<file path="src/rtl/psc_pkg.sv">
package psc_pkg;
  // Strobes from the sequencing control to the position/window datapath.
  typedef struct packed {
    logic clrWin;      // forget all window history
    logic stepUp;      // shifter confirmed one step up
    logic stepDown;    // shifter confirmed one step down
    logic record;      // a test verdict is present on testPass
    logic latchTarget; // capture the midpoint of the best run
  } psc_strobes_t;
endpackage

</file>
<file path="src/rtl/psc_datapath.sv">
module psc_datapath import psc_pkg::*; #(
  parameter int PW       = 6,
  parameter int STEP_MIN = -8,
  parameter int STEP_MAX = 7
) (
  input  logic                 clk,
  input  logic                 rstN,
  input  psc_strobes_t         strb,
  input  logic                 testPass,
  output logic                 atMin,
  output logic                 atMax,
  output logic                 atTarget,
  output logic                 anyPass,
  output logic signed [PW-1:0] phasePos,
  output logic signed [PW-1:0] chosenPhase
);
  localparam int SPAN = STEP_MAX - STEP_MIN + 1;
  localparam int LW   = $clog2(SPAN + 1);
  localparam logic signed [PW-1:0] MIN_S = PW'(STEP_MIN);
  localparam logic signed [PW-1:0] MAX_S = PW'(STEP_MAX);
  localparam logic signed [PW-1:0] ONE_S = PW'(1);

  logic signed [PW-1:0] runStart;
  logic signed [PW-1:0] bestStart;
  logic [LW-1:0]        runLen;
  logic [LW-1:0]        bestLen;
  logic [LW-1:0]        runNext;

  assign runNext  = runLen + LW'(1);
  assign atMin    = (phasePos == MIN_S);
  assign atMax    = (phasePos == MAX_S);
  assign atTarget = (phasePos == chosenPhase);
  assign anyPass  = (bestLen != '0);

  always_ff @(posedge clk) begin
    if (!rstN) begin
      phasePos    <= '0;
      runStart    <= '0;
      runLen      <= '0;
      bestStart   <= '0;
      bestLen     <= '0;
      chosenPhase <= '0;
    end else begin
      if (strb.stepUp)        phasePos <= phasePos + ONE_S;
      else if (strb.stepDown) phasePos <= phasePos - ONE_S;

      if (strb.clrWin) begin
        runStart  <= '0;
        runLen    <= '0;
        bestStart <= '0;
        bestLen   <= '0;
      end else if (strb.record) begin
        if (testPass) begin
          runLen <= runNext;
          if (runLen == '0) runStart <= phasePos;
          // strict compare: an equal later run does not displace the earlier one
          if (runNext > bestLen) begin
            bestLen   <= runNext;
            bestStart <= (runLen == '0) ? phasePos : runStart;
          end
        end else begin
          runLen <= '0;
        end
      end

      if (strb.latchTarget) chosenPhase <= bestStart + PW'(bestLen >> 1);
    end
  end

  AST_PHASE_IN_RANGE: assert property (@(posedge clk) disable iff (!rstN)
    (phasePos >= MIN_S) && (phasePos <= MAX_S));
  AST_NO_UP_AT_TOP: assert property (@(posedge clk) disable iff (!rstN)
    strb.stepUp |-> !atMax);
  AST_PASS_REMEMBERED: assert property (@(posedge clk) disable iff (!rstN)
    (strb.record && testPass && !strb.clrWin) |=> anyPass);
endmodule

</file>
<file path="src/rtl/psc_control.sv">
module psc_control import psc_pkg::*; (
  input  logic         clk,
  input  logic         rstN,
  input  logic         calStart,
  input  logic         psDone,
  input  logic         testDone,
  input  logic         atMin,
  input  logic         atMax,
  input  logic         atTarget,
  input  logic         anyPass,
  output psc_strobes_t strb,
  output logic         psStep,
  output logic         psDir,
  output logic         testStart,
  output logic         calBusy,
  output logic         calValid,
  output logic         calError
);
  typedef enum logic [3:0] {
    ST_IDLE, ST_SEEK, ST_SEEK_W, ST_TGO, ST_TWAIT,
    ST_ADV, ST_ADV_W, ST_DECIDE, ST_RET, ST_RET_W
  } state_t;

  state_t state, nxt;

  always_comb begin
    strb      = '0;
    psStep    = 1'b0;
    psDir     = 1'b0;
    testStart = 1'b0;
    nxt       = state;
    unique case (state)
      ST_IDLE:   if (calStart) begin strb.clrWin = 1'b1; nxt = ST_SEEK; end
      ST_SEEK:   if (atMin) nxt = ST_TGO;
                 else begin psStep = 1'b1; nxt = ST_SEEK_W; end
      ST_SEEK_W: if (psDone) begin strb.stepDown = 1'b1; nxt = ST_SEEK; end
      ST_TGO:    begin testStart = 1'b1; nxt = ST_TWAIT; end
      ST_TWAIT:  if (testDone) begin
                   strb.record = 1'b1;
                   nxt = atMax ? ST_DECIDE : ST_ADV;
                 end
      ST_ADV:    begin psStep = 1'b1; psDir = 1'b1; nxt = ST_ADV_W; end
      ST_ADV_W:  if (psDone) begin strb.stepUp = 1'b1; nxt = ST_TGO; end
      ST_DECIDE: if (anyPass) begin strb.latchTarget = 1'b1; nxt = ST_RET; end
                 else nxt = ST_IDLE;
      ST_RET:    if (atTarget) nxt = ST_IDLE;
                 else begin psStep = 1'b1; nxt = ST_RET_W; end
      ST_RET_W:  if (psDone) begin strb.stepDown = 1'b1; nxt = ST_RET; end
      default:   nxt = ST_IDLE;
    endcase
  end

  assign calBusy = (state != ST_IDLE);

  always_ff @(posedge clk) begin
    if (!rstN) begin
      state    <= ST_IDLE;
      calValid <= 1'b0;
      calError <= 1'b0;
    end else begin
      state <= nxt;
      if (state == ST_IDLE && calStart) begin
        calValid <= 1'b0;
        calError <= 1'b0;
      end else if (state == ST_DECIDE && !anyPass) begin
        calError <= 1'b1;
      end else if (state == ST_RET && atTarget) begin
        calValid <= 1'b1;
      end
    end
  end

  AST_START_IGNORED: assert property (@(posedge clk) disable iff (!rstN)
    (calBusy && calStart && state != ST_DECIDE && !(state == ST_RET && atTarget))
    |=> calBusy);
  AST_SEEK_GOES_DOWN: assert property (@(posedge clk) disable iff (!rstN)
    (psStep && state == ST_SEEK) |-> !psDir);
  AST_FLAGS_CLEARED: assert property (@(posedge clk) disable iff (!rstN)
    (!calBusy && calStart) |=> (!calValid && !calError));
endmodule

</file>
<file path="src/rtl/phase_sweep_cal.sv">
module phase_sweep_cal import psc_pkg::*; #(
  parameter int PW       = 6,
  parameter int STEP_MIN = -8,
  parameter int STEP_MAX = 7
) (
  input  logic                 clk,
  input  logic                 rstN,
  input  logic                 calStart,
  output logic                 psStep,
  output logic                 psDir,
  input  logic                 psDone,
  output logic                 testStart,
  input  logic                 testDone,
  input  logic                 testPass,
  output logic                 calBusy,
  output logic                 calValid,
  output logic                 calError,
  output logic signed [PW-1:0] chosenPhase,
  output logic signed [PW-1:0] phaseNow
);
  psc_strobes_t strb;
  logic atMin, atMax, atTarget, anyPass;

  psc_control u_ctrl (
    .clk(clk), .rstN(rstN), .calStart(calStart), .psDone(psDone),
    .testDone(testDone), .atMin(atMin), .atMax(atMax), .atTarget(atTarget),
    .anyPass(anyPass), .strb(strb), .psStep(psStep), .psDir(psDir),
    .testStart(testStart), .calBusy(calBusy), .calValid(calValid),
    .calError(calError)
  );

  psc_datapath #(.PW(PW), .STEP_MIN(STEP_MIN), .STEP_MAX(STEP_MAX)) u_dp (
    .clk(clk), .rstN(rstN), .strb(strb), .testPass(testPass),
    .atMin(atMin), .atMax(atMax), .atTarget(atTarget), .anyPass(anyPass),
    .phasePos(phaseNow), .chosenPhase(chosenPhase)
  );

  // Port-level tracking of an unanswered step request.
  logic stepPending;
  always_ff @(posedge clk) begin
    if (!rstN)       stepPending <= 1'b0;
    else if (psStep) stepPending <= 1'b1;
    else if (psDone) stepPending <= 1'b0;
  end

  AST_ONE_STEP_OUT: assert property (@(posedge clk) disable iff (!rstN)
    stepPending |-> !psStep);
  AST_TEST_QUIET: assert property (@(posedge clk) disable iff (!rstN)
    testStart |-> (!stepPending && !psStep));
  AST_VALID_AT_CHOICE: assert property (@(posedge clk) disable iff (!rstN)
    calValid |-> (phaseNow == chosenPhase));
  AST_FLAGS_EXCL: assert property (@(posedge clk) disable iff (!rstN)
    !(calValid && calError));
endmodule

</file>
<file path="config.mk">
export PLATFORM = sky130hd
export DESIGN_NAME = phase_sweep_cal
export DESIGN_NICKNAME = d
export VERILOG_FILES = /design/src/rtl/psc_pkg.sv /design/src/rtl/psc_datapath.sv /design/src/rtl/psc_control.sv /design/src/rtl/phase_sweep_cal.sv
export SDC_FILE = /design/constraint.sdc
export NUM_CORES = 1
export LEC_CHECK = 0
export BUFFER_PORTS_ARGS = -buffer_cell sky130_fd_sc_hd__buf_2
export CAP_MARGIN = 20
export CORE_ASPECT_RATIO = 1.75
export CORE_UTILIZATION = 30
export DETAILED_ROUTE_END_ITERATION = 8
export PLACE_DENSITY = 0.55
export SYNTH_ARGS = -nofsm -noshare
export SYNTH_HDL_FRONTEND = slang
export SYNTH_SLANG_ARGS = --single-unit
</file>
<file path="constraint.sdc">
create_clock -name clk -period 2.2 [get_ports clk]
set_input_delay 0.11 -clock clk [delete_from_list [all_inputs] [get_ports clk]]
set_output_delay 0.11 -clock clk [all_outputs]
set_load 0.005 [all_outputs]
</file>
==> flow_summary.json, run 1 <==
{
  "place_hpwl_um": 4740,
  "cts_root_buf": "clkbuf_16",
  "grt_pass1_wl_um": 10300,
  "drv_cap": 0,
  "postSynthAreaPerCell_sq_um": 8.61,
  "ys.flop_type": "dfxtp_1",
  "worstRegToRegCells": 10,
  "crit_path_end_kind": "register",
  "ant_nets": 0,
  "synth.top_cell.area_share_pct": 33.4,
  "cp_slowest_cell": "dfxtp_4",
  "setup_viol": 0,
  "fp.dieW_um": 69.5,
  "synthCells": 278,
  "grtUsageMet2_pct": 31.4,
  "grt_max_degree": 25,
  "hold_path.class": "in -> reg",
  "drc": 0,
  "first_iter_violations": 85,
  "fmax_ghz": 0.466,
  "setup.worst_path.start_class": "register",
  "power_density_nw_per_um2": 551,
  "cts_max_level": 2,
  "power.total_mw": 1.71,
  "ff2ff_setup_slack_ns": 0.06,
  "yosysWarnings": 0,
  "grt_use_met3_pct": 2.50,
  "clk_pin_slew_ns": 0.07,
  "cts_tree": "yes",
  "syn_area_sq_um": 2390,
  "layout.nets": 345,
  "clockBufferDepth": 2,
  "min_period_over_period_pct": 97.4,
  "top_usage_layer": "met2",
  "max_stage_delay_ns": 0.37,
  "cp_data_arrival_time_ns": 2.36,
  "crit_type": "reg -> reg",
  "num_rows": 42,
  "wl_um": 6300,
  "area_growth_pct": 29.7,
  "cellLeakagePower_nw": 1.26,
  "required_ns": 2.42,
  "fin_skew_ns": 0.00883,
  "grt_usage_pct": 15.7,
  "gp_congestion": 0.906,
  "hold_viol": 0,
  "n_antenna_cell": 0,
  "boundaryPins": 24,
  "fp.dieArea_sq_um": 8360,
  "critPathMaxFanout": 8,
  "global_route.usage.met1_pct": 15.4,
  "fill_cells": 772,
  "globalRoute.totalOverflow": 0,
  "insertion_delay_ns": 0.29,
  "mostFrequentLayoutCell": "dfxtp_1",
  "numCtsBuffers": 5,
  "yosysSeqAreaShare_pct": 33.4,
  "async_reset_ff_share_pct": 0,
  "vias": 2144,
  "tightest_slew_ns": 0.616,
  "syn-num-nets": 301,
  "most-common-layout-cells": "36 x dfxtp_1, 32 x nor2_1, 26 x buf_4",
  "synth_edf_count": 0,
  "drtPass1Iterations": 4,
  "final-max-slew-violation-count": 0,
  "yosysUniqueCellTypes": 51,
  "vias_per_cell": 5.22,
  "grt_antenna_before_repair": 0,
  "synth_top_area_cell": "dfxtp_1",
  "outcome": "finished, final reports clean",
  "netlist_top_cells_area": "dfxtp_1 33%, ha_1 7.8%, mux2i_1 6.7%",
  "initial_core_util_pct": 31.2,
  "cp_cell_sequence": "buf_4, nand3_2, xnor2_4, ha_4, nand3_1, o22ai_2, a211oi_4, bufbuf_16, nor2_1, a211oi_2",
  "ys_ff_latch": 40,
  "vdd_drop_max_v": 0.000284,
  "wire_per_inst_um": 15.3,
  "max_slew_margin_pct": 58.9,
  "grt_pass1_vias": 2204,
  "fp.coreArea_sq_um": 7670,
  "dieHeight_um": 120,
  "drive_above_1_share_pct": 27.2,
  "portBuffers": 23,
  "fin_crit_ns": 2.14,
  "clock-sinks": 40,
  "ctsHoldBuffers": 0,
  "holdPathStages": 3,
  "whs_ns": 0.149
}
state kept, by name, indices dropped and copies added (netlist names):
signal and count:
u_dp.phasePos 6, u_dp.bestStart 6, u_ctrl.calValid 1, u_dp.runLen 5, u_ctrl.state 4, u_dp.bestLen 5, u_dp.chosenPhase 6, u_ctrl.calError 1
u_dp.runStart 6
cell type report:
type | count | area, sq um | share of cell area, %
clock buffer | 5 | 125 | 4.03
multi-input combinational | 213 | 1650 | 53.0
clock inverter | 3 | 23.8 | 0.765
sequential | 40 | 811 | 26.1
timing repair buffer | 50 | 343 | 11.0
inverter | 12 | 47.5 | 1.53
tap | 88 | 110 | 3.54
worst max-delay path: cells and delay by family (launching register included):
kind / cells / cell delay, ns
DFF: 1 / 0.37
AOI/OAI and AO/OA: 3 / 0.49
buffers and inverters: 2 / 0.42
adders and majority gates: 1 / 0.25
xor gates and xnor gates: 1 / 0.25
and+or+nand+nor: 3 / 0.27
cells in the mapped netlist (4+ instances only):
| master | instances |
|---|---|
| mux2i_1 | 16 |
| nand2b_1 | 4 |
| a21oi_1 | 24 |
| nand2_1 | 24 |
| nor2_1 | 33 |
| nand3_1 | 15 |
| clkbuf_1 | 9 |
| inv_1 | 12 |
| nor2b_1 | 4 |
| a211oi_2 | 4 |
| xnor2_1 | 10 |
| ha_1 | 15 |
| dfxtp_1 | 40 |
| xor2_1 | 6 |
| a211oi_1 | 6 |
| o21ai_0 | 5 |
report_power, final:
part	internal [mW]	leakage, nW	switching (mW)
registers	0.733	0.325	0.0161
clock network	0.422	0.0660	0.323
logic	0.0948	0.873	0.122
logic make-up after synthesis:
family	Yosys count	share of synthesized area [%]
DFF	40	33.4
muxes	16	6.69
xor gates and xnor gates	16	5.85
buffers and inverters	25	4.60
adders and majority gates	17	9.51
and+or+nand+nor	104	22.5
AOI/OAI and AO/OA	60	17.4
routing by layer:
metal / part of all wire (%) / vias to the layer above
met5: 0 / -
met4: 2.3 / 0
met3: 2.3 / 9
met2: 58 / 33
met1: 38 / 1034
li1: - / 1068
through the flow:
stage | setup TNS (ns) | instance area (sq um) | setup WS [ns] | std cells | utilization (%)
2_1_floorplan | 0 | 2400 | 0.00500 | 278 | -
3_3_place_gp | 0 | 2740 | 0.0550 | 398 | 35.7
3_5_place_dp | -0.00871 | 2740 | -0.00871 | 398 | 35.7
4_1_cts | 0 | 2960 | 0.0231 | 410 | 38.6
5_1_grt | -0.0763 | 3110 | -0.0190 | 411 | 40.5
6_report | 0 | 3110 | 0.0562 | 411 | 40.5
final timing paths:
check                 endpoint            start
min reg2reg    u_ctrl.calValid  u_ctrl.calValid
max          u_dp.bestStart[2]   u_dp.runLen[1]
max reg2reg  u_dp.bestStart[2]   u_dp.runLen[1]
min            u_ctrl.state[1]             rstN
repair_timing:
| action | in CTS | in global routing |
|---|---|---|
| pin swaps | 1 | 12 |
| setup endpoints to repair | 5 | 13 |
| buffers inserted | 3 | 2 |
| gates cloned | 1 | 0 |
| gates resized for setup | 4 | 24 |
Note: power is estimated with default switching activity, not from simulation.
==> run 2: changes to the inputs <==
--- a/config.mk
+++ b/config.mk
@@ -9,6 +9,7 @@
 export CAP_MARGIN = 20
 export CORE_ASPECT_RATIO = 1.75
 export CORE_UTILIZATION = 30
+export CTS_BUF_LIST = sky130_fd_sc_hd__clkbuf_2 sky130_fd_sc_hd__clkbuf_4 sky130_fd_sc_hd__clkbuf_8
 export DETAILED_ROUTE_END_ITERATION = 8
 export PLACE_DENSITY = 0.55
 export SYNTH_ARGS = -nofsm -noshare
==> run 2 against run 1 <==
Utilization decreased by 1.4 points. Setup slack improved by 0.032 ns. Via count increased by 0.42%. Flip-flop and latch count unchanged. Clock skew decreased by 0.0024 ns. Sequential share of layout area increased by 0.89 points. Critical path depth decreased by 1. Fmax increased by 1.5%. Worst hold slack got worse by 0.010 ns. Cell count decreased by 0.24%. Critical path type unchanged. Largest cell class unchanged. Largest power group unchanged. Highest routed layer unchanged.
==> flow_summary.json, run 2 (synthesis results as in run 1) <==
{
  "outcome": "finished, final reports clean",
  "fmax_ghz": 0.474,
  "mostFrequentLayoutCell": "dfxtp_1",
  "cp_data_arrival_time_ns": 2.30,
  "clk_pin_slew_ns": 0.09,
  "drive_above_1_share_pct": 26.7,
  "hold_viol": 0,
  "portBuffers": 23,
  "grt_usage_pct": 15.5,
  "area_growth_pct": 25.2,
  "hold_path.class": "in -> reg",
  "fp.dieArea_sq_um": 8360,
  "min_from": "rstN",
  "fin_skew_ns": 0.00644,
  "dieHeight_um": 120,
  "initial_core_util_pct": 31.2,
  "num_rows": 42,
  "ctsHoldBuffers": 0,
  "grt_use_met3_pct": 2.25,
  "comb_power_share_pct": 14.6,
  "gp_congestion": 0.906,
  "clockBufferDepth": 2,
  "wire_per_inst_um": 14.9,
  "min_to": "u_ctrl.state[1]",
  "p_sw_uw": 419,
  "place_hpwl_um": 4740,
  "seqPwrFrac_pct": 50.9,
  "r2r_start": "u_dp.runLen[0]",
  "n_antenna_cell": 0,
  "clock-sinks": 40,
  "cts_root_buf": "clkbuf_8",
  "cts_max_level": 2,
  "fin_crit_ns": 2.11,
  "drv_cap": 0,
  "layout.nets": 344,
  "fp.coreArea_sq_um": 7670,
  "drc": 0,
  "r2r-end": "u_dp.bestLen[0]",
  "tightest_slew_ns": 0.608,
  "min_period_over_period_pct": 96.0,
  "first_iter_violations": 90,
  "setup_viol": 0,
  "top_usage_layer": "met2",
  "cp_common_cell": "ha_4",
  "crit_type": "reg -> reg",
  "final_util_pct": 39.1,
  "globalRoute.totalOverflow": 0,
  "ant_nets": 0,
  "dpl.cell_count": 398,
  "grt_pass1_vias": 2197,
  "ff2ff_setup_slack_ns": 0.09,
  "cts_tree": "yes",
  "cp_cell_sequence": "inv_4, ha_4, ha_4, nor2b_4, o211ai_1, a211oi_4, buf_12, mux2i_1, nor2_1",
  "vias": 2153,
  "power_density_nw_per_um2": 489,
  "grtUsageMet2_pct": 30.7,
  "switching_share_pct": 28.5,
  "cellLeakagePower_nw": 1.22,
  "clkPwrFrac_pct": 34.5,
  "most-common-layout-cells": "37 x dfxtp_1, 32 x nor2_1, 24 x nand2_1, 24 x a21oi_1, 24 x buf_4",
  "fp.dieW_um": 69.5,
  "numCtsBuffers": 5,
  "rsz0062_at_grt": "yes",
  "finalNonFillerCells": 410,
  "worst-path-buf-inv": 2,
  "setup.worst_path.start_class": "register",
  "critPathMaxFanout": 8,
  "wl_um": 6120,
  "power.internal_mw": 1.05,
  "vdd_drop_max_v": 0.000180,
  "crit_family": "compound AO/OA/AOI/OAI gates",
  "grt_max_degree": 25,
  "fill_cells": 782,
  "grt_pass1_wl_um": 10200,
  "final-max-slew-violation-count": 0,
  "drtPass1Iterations": 6,
  "insertion_delay_ns": 0.30,
  "fin_tns_setup_ns": 0,
  "global_route.usage.met1_pct": 15.1,
  "required_ns": 2.39,
  "worstRegToRegCells": 9,
  "holdPathStages": 3,
  "power.total_mw": 1.47,
  "boundaryPins": 24,
  "vias_per_cell": 5.25,
  "cp_slowest_cell": "dfxtp_4",
  "max_slew_margin_pct": 59.5,
  "max_stage_delay_ns": 0.40,
  "grt_antenna_before_repair": 0,
  "crit_path_end_kind": "register"
}
run 2: changes by cell type in the layout (fill, tap and decap cells not counted), sizes merged:
cell / change
clkbuf: +1
buf: -1
bufbuf: -1
run 2: final cells by class:
type	count	area, sq um	share of cell area, %
timing repair buffer	49	340	11.3
multi-input combinational	213	1600	53.3
tap	88	110	3.67
inverter	12	47.5	1.59
clock inverter	3	23.8	0.793
clock buffer	5	68.8	2.29
sequential	40	810	27.0
run 2: stage by stage:
step	area [sq um]	hold slack, ns	worst slack, ns
6_report	3000	0.139	0.0883
3_3_place_gp	2740	0.433	0.0550
3_5_place_dp	2740	0.445	-0.00871
5_1_grt	3000	0.159	0.00111
2_1_floorplan	2400	0.225	0.00500
4_1_cts	2840	0.124	0.0105
run 2: worst max-delay path by stage:
stage               slack [ns]  depth (start not counted)           endpoint      startpoint
global placement          0.06                          9    u_dp.bestLen[3]  u_dp.runLen[0]
finish                    0.09                          9    u_dp.bestLen[0]  u_dp.runLen[0]
detailed placement      -0.009                          9    u_dp.bestLen[3]  u_dp.runLen[0]
global route             0.001                         10    u_dp.bestLen[3]  u_dp.runLen[0]
CTS                       0.01                          8  u_dp.bestStart[5]  u_dp.runLen[2]
floorplan                0.005                          9  u_dp.bestStart[4]  u_dp.runLen[0]
run 2: metal layers:
layer,vias up,part of all wire (%)
met3,13,2.4
met2,39,58
li1,1066,-
met4,0,2.6
met5,-,0
met1,1035,37
run 2: what timing repair did:
item | 4_1_cts | 5_1_grt
gates resized for setup | 1 | 22
endpoints found under the hold margin | 0 | 0
gates cloned | 0 | 1
setup buffers | 1 | 2
setup endpoints to repair | 5 | 12
pin swaps | 0 | 10
run 2: tightest hold or removal path: cells and delay by family:
family	cells	cell delay [ns]
AOI/OAI and AO/OA	1	0.05
buffers and inverters	1	0.15
and+or+nand+nor	1	0.07
run 2: power by group through the flow:
stage | logic (mW) | clock network, mW | registers [mW]
global placement | 0.212 | 0 | 0.766
detailed placement | 0.213 | 0 | 0.766
finish | 0.214 | 0.506 | 0.747
global route | 0.236 | 0.557 | 0.750
CTS | 0.214 | 0.529 | 0.749
floorplan | 0.140 | 0 | 0.766
